`src/rtl/rdp_pkg.sv`:
```
package rdp_pkg;
  localparam int N_SRC   = 3;
  localparam int SRC_CPU = 0;
  localparam int SRC_DMA = 1;
  localparam int SRC_DBG = 2;

  typedef enum logic [1:0] {
    LVL_OPEN  = 2'd0,
    LVL_GUARD = 2'd1,
    LVL_SEAL  = 2'd2
  } rdp_lvl_e;

  localparam logic [7:0] OPEN_KEY  = 8'hAA;
  localparam logic [7:0] SEAL_KEY  = 8'hCC;
  localparam logic [7:0] GUARD_KEY = 8'h96;

  function automatic logic [15:0] pack_lvl(rdp_lvl_e l);
    logic [7:0] k;
    case (l)
      LVL_OPEN: k = OPEN_KEY;
      LVL_SEAL: k = SEAL_KEY;
      default:  k = GUARD_KEY;
    endcase
    return {~k, k};
  endfunction
endpackage

```
`src/rtl/rdp_decode.sv`:
```
module rdp_decode
  import rdp_pkg::*;
(
  input  logic [15:0] word_i,
  output rdp_lvl_e    lvl_o
);
  logic [7:0] key, chk;
  assign key = word_i[7:0];
  assign chk = word_i[15:8];

  always_comb begin
    if (chk != ~key)           lvl_o = LVL_GUARD;
    else if (key == OPEN_KEY)  lvl_o = LVL_OPEN;
    else if (key == SEAL_KEY)  lvl_o = LVL_SEAL;
    else                       lvl_o = LVL_GUARD;
  end
endmodule

```
`src/rtl/rdp_lock.sv`:
```
module rdp_lock
  import rdp_pkg::*;
(
  input  logic     clk_i,
  input  logic     rst_ni,
  input  rdp_lvl_e lvl_i,
  input  logic     dbg_acc_i,
  input  logic     dbg_sys_i,
  input  logic     dbg_gnt_i,
  input  logic     clr_i,
  output logic     lock_o
);
  logic lock_q, arm;

  // only system-bus traffic arms; internal register accesses do not
  assign arm    = (lvl_i == LVL_GUARD) && ((dbg_acc_i && dbg_sys_i) || dbg_gnt_i);
  assign lock_o = lock_q || arm;

  // cleared by power-on reset or completed erase only
  always_ff @(posedge clk_i or negedge rst_ni) begin
    if (!rst_ni)    lock_q <= 1'b0;
    else if (clr_i) lock_q <= 1'b0;
    else if (arm)   lock_q <= 1'b1;
  end
endmodule

```
`src/rtl/rdp_read_gate.sv`:
```
module rdp_read_gate
  import rdp_pkg::*;
#(
  parameter int NSRC    = N_SRC,
  parameter int DBG_IDX = SRC_DBG,
  parameter int DATA_W  = 32
) (
  input  logic              clk_i,
  input  logic              rst_ni,
  input  logic              warm_rst_i,
  input  logic [NSRC-1:0]   req_i,
  input  rdp_lvl_e          lvl_i,
  input  logic              lock_i,
  input  logic [DATA_W-1:0] flash_rdata_i,
  output logic [NSRC-1:0]   gnt_o,
  output logic [NSRC-1:0]   rvalid_o,
  output logic [NSRC-1:0]   err_o,
  output logic              flash_rd_o,
  output logic [DATA_W-1:0] rdata_o
);
  logic [NSRC-1:0] blk, rv_q, re_q;

  for (genvar i = 0; i < NSRC; i++) begin : g_src
    if (i == 0) begin : g_top
      assign gnt_o[i] = req_i[i];
    end else begin : g_low
      assign gnt_o[i] = req_i[i] && !(|req_i[i-1:0]);
    end
    if (i == DBG_IDX) begin : g_dbg
      assign blk[i] = (lvl_i == LVL_SEAL) || (lvl_i == LVL_GUARD && lock_i);
    end else begin : g_sys
      assign blk[i] = (lvl_i == LVL_GUARD) && lock_i;
    end
  end

  assign flash_rd_o = |(gnt_o & ~blk);

  always_ff @(posedge clk_i or negedge rst_ni) begin
    if (!rst_ni) begin
      rv_q <= '0;
      re_q <= '0;
    end else if (warm_rst_i) begin
      rv_q <= '0;
      re_q <= '0;
    end else begin
      rv_q <= gnt_o & ~blk;
      re_q <= gnt_o & blk;
    end
  end

  assign rvalid_o = rv_q;
  assign err_o    = re_q;
  assign rdata_o  = (|rv_q) ? flash_rdata_i : '0;
endmodule

```
`src/rtl/rdp_level_ctrl.sv`:
```
module rdp_level_ctrl
  import rdp_pkg::*;
(
  input  logic        clk_i,
  input  logic        rst_ni,
  input  logic        warm_rst_i,
  input  logic        opt_load_i,
  input  logic [15:0] opt_word_i,
  input  rdp_lvl_e    lvl_i,
  input  logic        chg_req_i,
  input  logic [1:0]  chg_tgt_i,
  input  logic        erase_done_i,
  output logic [15:0] word_o,
  output logic        erase_req_o,
  output logic        ack_o,
  output logic        rej_o,
  output logic        clr_lock_o
);
  logic [15:0] word_q;
  logic        erase_q, ack_q, rej_q;

  always_ff @(posedge clk_i or negedge rst_ni) begin
    if (!rst_ni) begin
      word_q  <= pack_lvl(LVL_GUARD);
      erase_q <= 1'b0;
      ack_q   <= 1'b0;
      rej_q   <= 1'b0;
    end else begin
      ack_q <= 1'b0;
      rej_q <= 1'b0;
      if (warm_rst_i) begin
        erase_q <= 1'b0;
      end else if (opt_load_i) begin
        word_q  <= opt_word_i;
        erase_q <= 1'b0;
      end else if (erase_q) begin
        if (erase_done_i) begin
          word_q  <= pack_lvl(LVL_OPEN);
          erase_q <= 1'b0;
          ack_q   <= 1'b1;
        end
        if (chg_req_i) rej_q <= 1'b1;
      end else if (chg_req_i) begin
        if (chg_tgt_i == 2'd3) begin
          rej_q <= 1'b1;
        end else if (chg_tgt_i == lvl_i) begin
          ack_q <= 1'b1;
        end else if (chg_tgt_i > lvl_i) begin
          word_q <= pack_lvl(rdp_lvl_e'(chg_tgt_i));
          ack_q  <= 1'b1;
        end else if (lvl_i == LVL_SEAL) begin
          rej_q <= 1'b1;
        end else begin
          erase_q <= 1'b1;
        end
      end
    end
  end

  assign word_o      = word_q;
  assign erase_req_o = erase_q;
  assign ack_o       = ack_q;
  assign rej_o       = rej_q;
  assign clr_lock_o  = erase_q && erase_done_i && !warm_rst_i && !opt_load_i;
endmodule

```
`src/rtl/flash_rdp_ctrl.sv`:
```
module flash_rdp_ctrl
  import rdp_pkg::*;
#(
  parameter int DATA_W = 32
) (
  input  logic              clk_i,
  input  logic              rst_ni,
  input  logic              warm_rst_i,
  input  logic              opt_load_i,
  input  logic [15:0]       opt_word_i,
  input  logic              cpu_req_i,
  output logic              cpu_gnt_o,
  output logic              cpu_rvalid_o,
  output logic              cpu_err_o,
  input  logic              dma_req_i,
  output logic              dma_gnt_o,
  output logic              dma_rvalid_o,
  output logic              dma_err_o,
  input  logic              dbg_req_i,
  output logic              dbg_gnt_o,
  output logic              dbg_rvalid_o,
  output logic              dbg_err_o,
  input  logic              dbg_acc_i,
  input  logic              dbg_sys_i,
  output logic              flash_rd_o,
  input  logic [DATA_W-1:0] flash_rdata_i,
  output logic [DATA_W-1:0] rdata_o,
  input  logic              chg_req_i,
  input  logic [1:0]        chg_tgt_i,
  output logic              chg_ack_o,
  output logic              chg_rej_o,
  output logic              erase_req_o,
  input  logic              erase_done_i,
  output logic [1:0]        level_o,
  output logic              lock_o
);
  logic [15:0]      word;
  rdp_lvl_e         lvl;
  logic             clr_lock, lock;
  logic [N_SRC-1:0] req, gnt, rvalid, err;

  assign req[SRC_CPU] = cpu_req_i;
  assign req[SRC_DMA] = dma_req_i;
  assign req[SRC_DBG] = dbg_req_i;

  rdp_level_ctrl u_ctrl (
    .clk_i, .rst_ni, .warm_rst_i, .opt_load_i, .opt_word_i,
    .lvl_i(lvl), .chg_req_i, .chg_tgt_i, .erase_done_i,
    .word_o(word), .erase_req_o, .ack_o(chg_ack_o), .rej_o(chg_rej_o),
    .clr_lock_o(clr_lock)
  );

  rdp_decode u_dec (.word_i(word), .lvl_o(lvl));

  rdp_lock u_lock (
    .clk_i, .rst_ni, .lvl_i(lvl), .dbg_acc_i, .dbg_sys_i,
    .dbg_gnt_i(gnt[SRC_DBG]), .clr_i(clr_lock), .lock_o(lock)
  );

  rdp_read_gate #(.NSRC(N_SRC), .DBG_IDX(SRC_DBG), .DATA_W(DATA_W)) u_gate (
    .clk_i, .rst_ni, .warm_rst_i, .req_i(req), .lvl_i(lvl), .lock_i(lock),
    .flash_rdata_i, .gnt_o(gnt), .rvalid_o(rvalid), .err_o(err),
    .flash_rd_o, .rdata_o
  );

  assign cpu_gnt_o    = gnt[SRC_CPU];
  assign dma_gnt_o    = gnt[SRC_DMA];
  assign dbg_gnt_o    = gnt[SRC_DBG];
  assign cpu_rvalid_o = rvalid[SRC_CPU];
  assign dma_rvalid_o = rvalid[SRC_DMA];
  assign dbg_rvalid_o = rvalid[SRC_DBG];
  assign cpu_err_o    = err[SRC_CPU];
  assign dma_err_o    = err[SRC_DMA];
  assign dbg_err_o    = err[SRC_DBG];
  assign level_o      = lvl;
  assign lock_o       = lock;
endmodule

```
`config.mk`:
```
export PLATFORM = sky130hd
export DESIGN_NAME = flash_rdp_ctrl
export DESIGN_NICKNAME = d
export VERILOG_FILES = /design/src/rtl/rdp_pkg.sv /design/src/rtl/rdp_decode.sv /design/src/rtl/rdp_lock.sv /design/src/rtl/rdp_read_gate.sv /design/src/rtl/rdp_level_ctrl.sv /design/src/rtl/flash_rdp_ctrl.sv
export SDC_FILE = /design/constraint.sdc
export NUM_CORES = 1
export LEC_CHECK = 0
export BUFFER_PORTS_ARGS = -buffer_cell sky130_fd_sc_hd__buf_4
export CAP_MARGIN = 20
export CORE_MARGIN = 4
export CORE_UTILIZATION = 30
export DETAILED_ROUTE_END_ITERATION = 12
export MAX_ROUTING_LAYER = met4
export PLACE_DENSITY = 0.6
export SYNTH_ARGS = -nofsm -noshare
export SYNTH_HDL_FRONTEND = slang
export SYNTH_SLANG_ARGS = --single-unit
```
`constraint.sdc`:
```
create_clock -name clk_i -period 2.9 [get_ports clk_i]
set_input_delay 0 -clock clk_i [delete_from_list [all_inputs] [get_ports clk_i]]
set_output_delay 0 -clock clk_i [all_outputs]
set_load 0.02 [all_outputs]
```
==> results.json <==
{
  "cp-end-kind": "register",
  "routedWlPerCell_um": 13.6,
  "htree_levels": 1,
  "drt_iter0_drc": 49,
  "overflow": 0,
  "clock_latency_ps": 270,
  "syn-instance-count": 176,
  "fin_area_sq_mm": 0.00261,
  "skew_ps": 14.7,
  "p_leak_nw": 1.31,
  "cp.arrival_ps": 2850,
  "cp-start-kind": "register",
  "ioPinCount": 109,
  "power_density_mw_per_mm2": 376,
  "vias": 1637,
  "relSlewSlack_pct": 65.1,
  "start_util_pct": 31.1,
  "drt-pass1-iter-count": 4,
  "post-cts-setup-buffers": 0,
  "grt_pass1_wl_mm": 7.09,
  "synthMuxAreaShare_pct": 7.97,
  "met1_usage_pct": 15.4,
  "synth_top_family_by_area": "simple AND/OR/NAND/NOR gates",
  "worstSetupPathType": "register to register",
  "grtUsageTotal_pct": 14.5,
  "grt_use_met3_pct": 4.10,
  "outcome": "complete, no violations",
  "async_flop_share_pct": 100,
  "cts-root-buf": "clkbuf_8",
  "die_w_um": 81.0,
  "synth-seq-cells": 26,
  "hold_viol_final": 0,
  "numPortBuffers": 108,
  "hold_path_class": "input port to register",
  "cts_num_sinks": 26,
  "nets": 353,
  "drv_slew": 0,
  "maxCapViolations": 0,
  "netlist_area_sq_mm": 0.00160,
  "synth_compound_area_share_pct": 13.1,
  "ir_worst_vdd_v": 0.000231,
  "power_mw": 0.984,
  "cp_max_fo": 11,
  "grt_max_degree": 33,
  "final_antenna_net_count": 0,
  "hpwl_mm": 3.97,
  "yosys.area_share.xor_xnor_pct": 2.74,
  "setup_viol": 0,
  "min_period_ps": 2670,
  "period_share_pct": 92.2,
  "fp.dieH_um": 81.0,
  "place.gp.congestion": 0.759,
  "synth-simple-area-share_pct": 25.9,
  "gr-usage-met2_pct": 26.3,
  "ys_warn_count": 0,
  "route.detailed.drc": 0,
  "coreArea_sq_mm": 0.00514,
  "post-route-util_pct": 50.9,
  "synthAdderAreaFrac_pct": 1.56,
  "tightestPinTransition_ps": 519,
  "diodes": 0,
  "die_area_sq_mm": 0.00657,
  "avgViaCountPerCell": 4.56,
  "cts.clk_slew.worst_paths_ps": 100,
  "synth-edff-count": 0,
  "cts_tree": "yes",
  "antenna_found_initial": 0,
  "grt_pass1_vias": 1460,
  "fill_cells": 493,
  "layout_common_cells": "112 x buf_4, 35 x nor2b_1, 20 x a21oi_1",
  "drive_above_1_share_pct": 45.7,
  "synth_fp_nets": 239,
  "synth_ff_type": "dfrtp_1",
  "ys_types": 34,
  "rows": 26,
  "avgSynthCellArea_sq_um": 9.09,
  "final_common_cell": "buf_4",
  "top_usage_layer": "met2",
  "clockBufferDepth": 2,
  "dpl_cell_area_sq_mm": 0.00248,
  "worst_ep_required_time_ps": 3070,
  "fmax_mhz": 374,
  "area_growth_pct": 63.3,
  "cts_buffers": 3,
  "wl_mm": 4.89,
  "yosysSeqAreaShare_pct": 41.3
}
[cells in the mapped netlist (all sizes together), types with 2 or more instances]
library cell	n	share of area, %
buf	3	1.9
a22o	2	1.1
xnor2	5	2.7
inv	18	4.2
nand4bb	2	1.4
nor2b	35	14
a31oi	2	0.78
mux2	6	4.2
clkbuf	6	1.4
dfrtp	18	28
mux2i	6	3.8
nand2b	5	2.0
nor2	13	3.0
a21o	3	1.4
a21oi	21	6.8
nand3	2	0.63
nand2	2	0.47
ha	2	1.6
dfstp	8	13
nor3	6	1.9
[flip-flops by register name (all words and copies together) (netlist names)]
signal,cells
u_ctrl.ack_o,1
u_ctrl.erase_req_o,1
u_ctrl.rej_o,1
u_ctrl.word_o,16
u_gate.err_o,3
u_gate.rvalid_o,3
u_lock.lock_q,1
[final cells by class]
type | instances | area, sq um | share of cell area, %
clock buffers | 3 | 41.3 | 1.58
clock inverters | 1 | 30.0 | 1.15
well taps | 70 | 87.6 | 3.35
multi-input cells | 123 | 826 | 31.6
inverters | 18 | 67.6 | 2.58
repair buffers | 118 | 901 | 34.5
flip-flops and latches | 26 | 661 | 25.3
[per-layer routing]
layer	vias to the layer above	wire (um)	share of wire (%)
met2	79	2450	50
met3	4	642	13
met5	-	0	0
li1	809	-	-
met1	745	1760	36
met4	0	44	0.90
[kinds of logic after synthesis]
kind of cell | Yosys count
mux | 12
compound gates | 34
fa+ha+maj | 2
xor+xnor | 5
buf+inv | 27
flops | 26
simple gates | 70
[per-stage QoR]
stage | instances | setup TNS (ps) | hold WS [ps] | setup slack (ps)
floorplan | 176 | 0 | -296 | 165
global placement | 349 | 0 | -74.5 | 241
detailed placement | 349 | 0 | -73.8 | 196
CTS | 359 | 0 | 4.53 | 188
global route | 359 | -17.5 | 3.17 | -12.0
finish | 359 | 0 | 1.26 | 227
[worst max-delay path: stages (launching register included)]
cell and delay, ps:
dfstp_2 570, xnor2_1 90, nor4_2 360, nand3_1 150, ha_1 350, a21oi_1 90
a211o_1 240, a21o_2 300, buf_4 200, a22o_1 220
[report_power, final]
| group | switching (mW) | internal (mW) |
|---|---|---|
| sequential | 0.0301 | 0.419 |
| clock | 0.115 | 0.185 |
| combinational | 0.0967 | 0.138 |
[final timing paths]
check | startpoint | to | slack [ps] | cells past startpoint
max | u_ctrl.word_o[1] | u_ctrl.word_o[15] | 230 | 9
min | opt_word_i[8] | u_ctrl.word_o[8] | 1 | 3
max reg2reg | u_ctrl.word_o[1] | u_ctrl.word_o[15] | 230 | 9
min reg2reg | u_ctrl.word_o[8] | u_ctrl.word_o[8] | 470 | 2
max in group asynchronous | rst_ni | u_ctrl.word_o[4] | 2460 | 2
min in group asynchronous | rst_ni | u_ctrl.word_o[5] | 150 | 2
[timing repair]
item,4_1_cts,5_1_grt
hold buffers,6,0
resized for setup,0,1
hold endpoints to repair,32,0
endpoints found under the setup margin,0,10
Power figures use the tool's default switching activity.
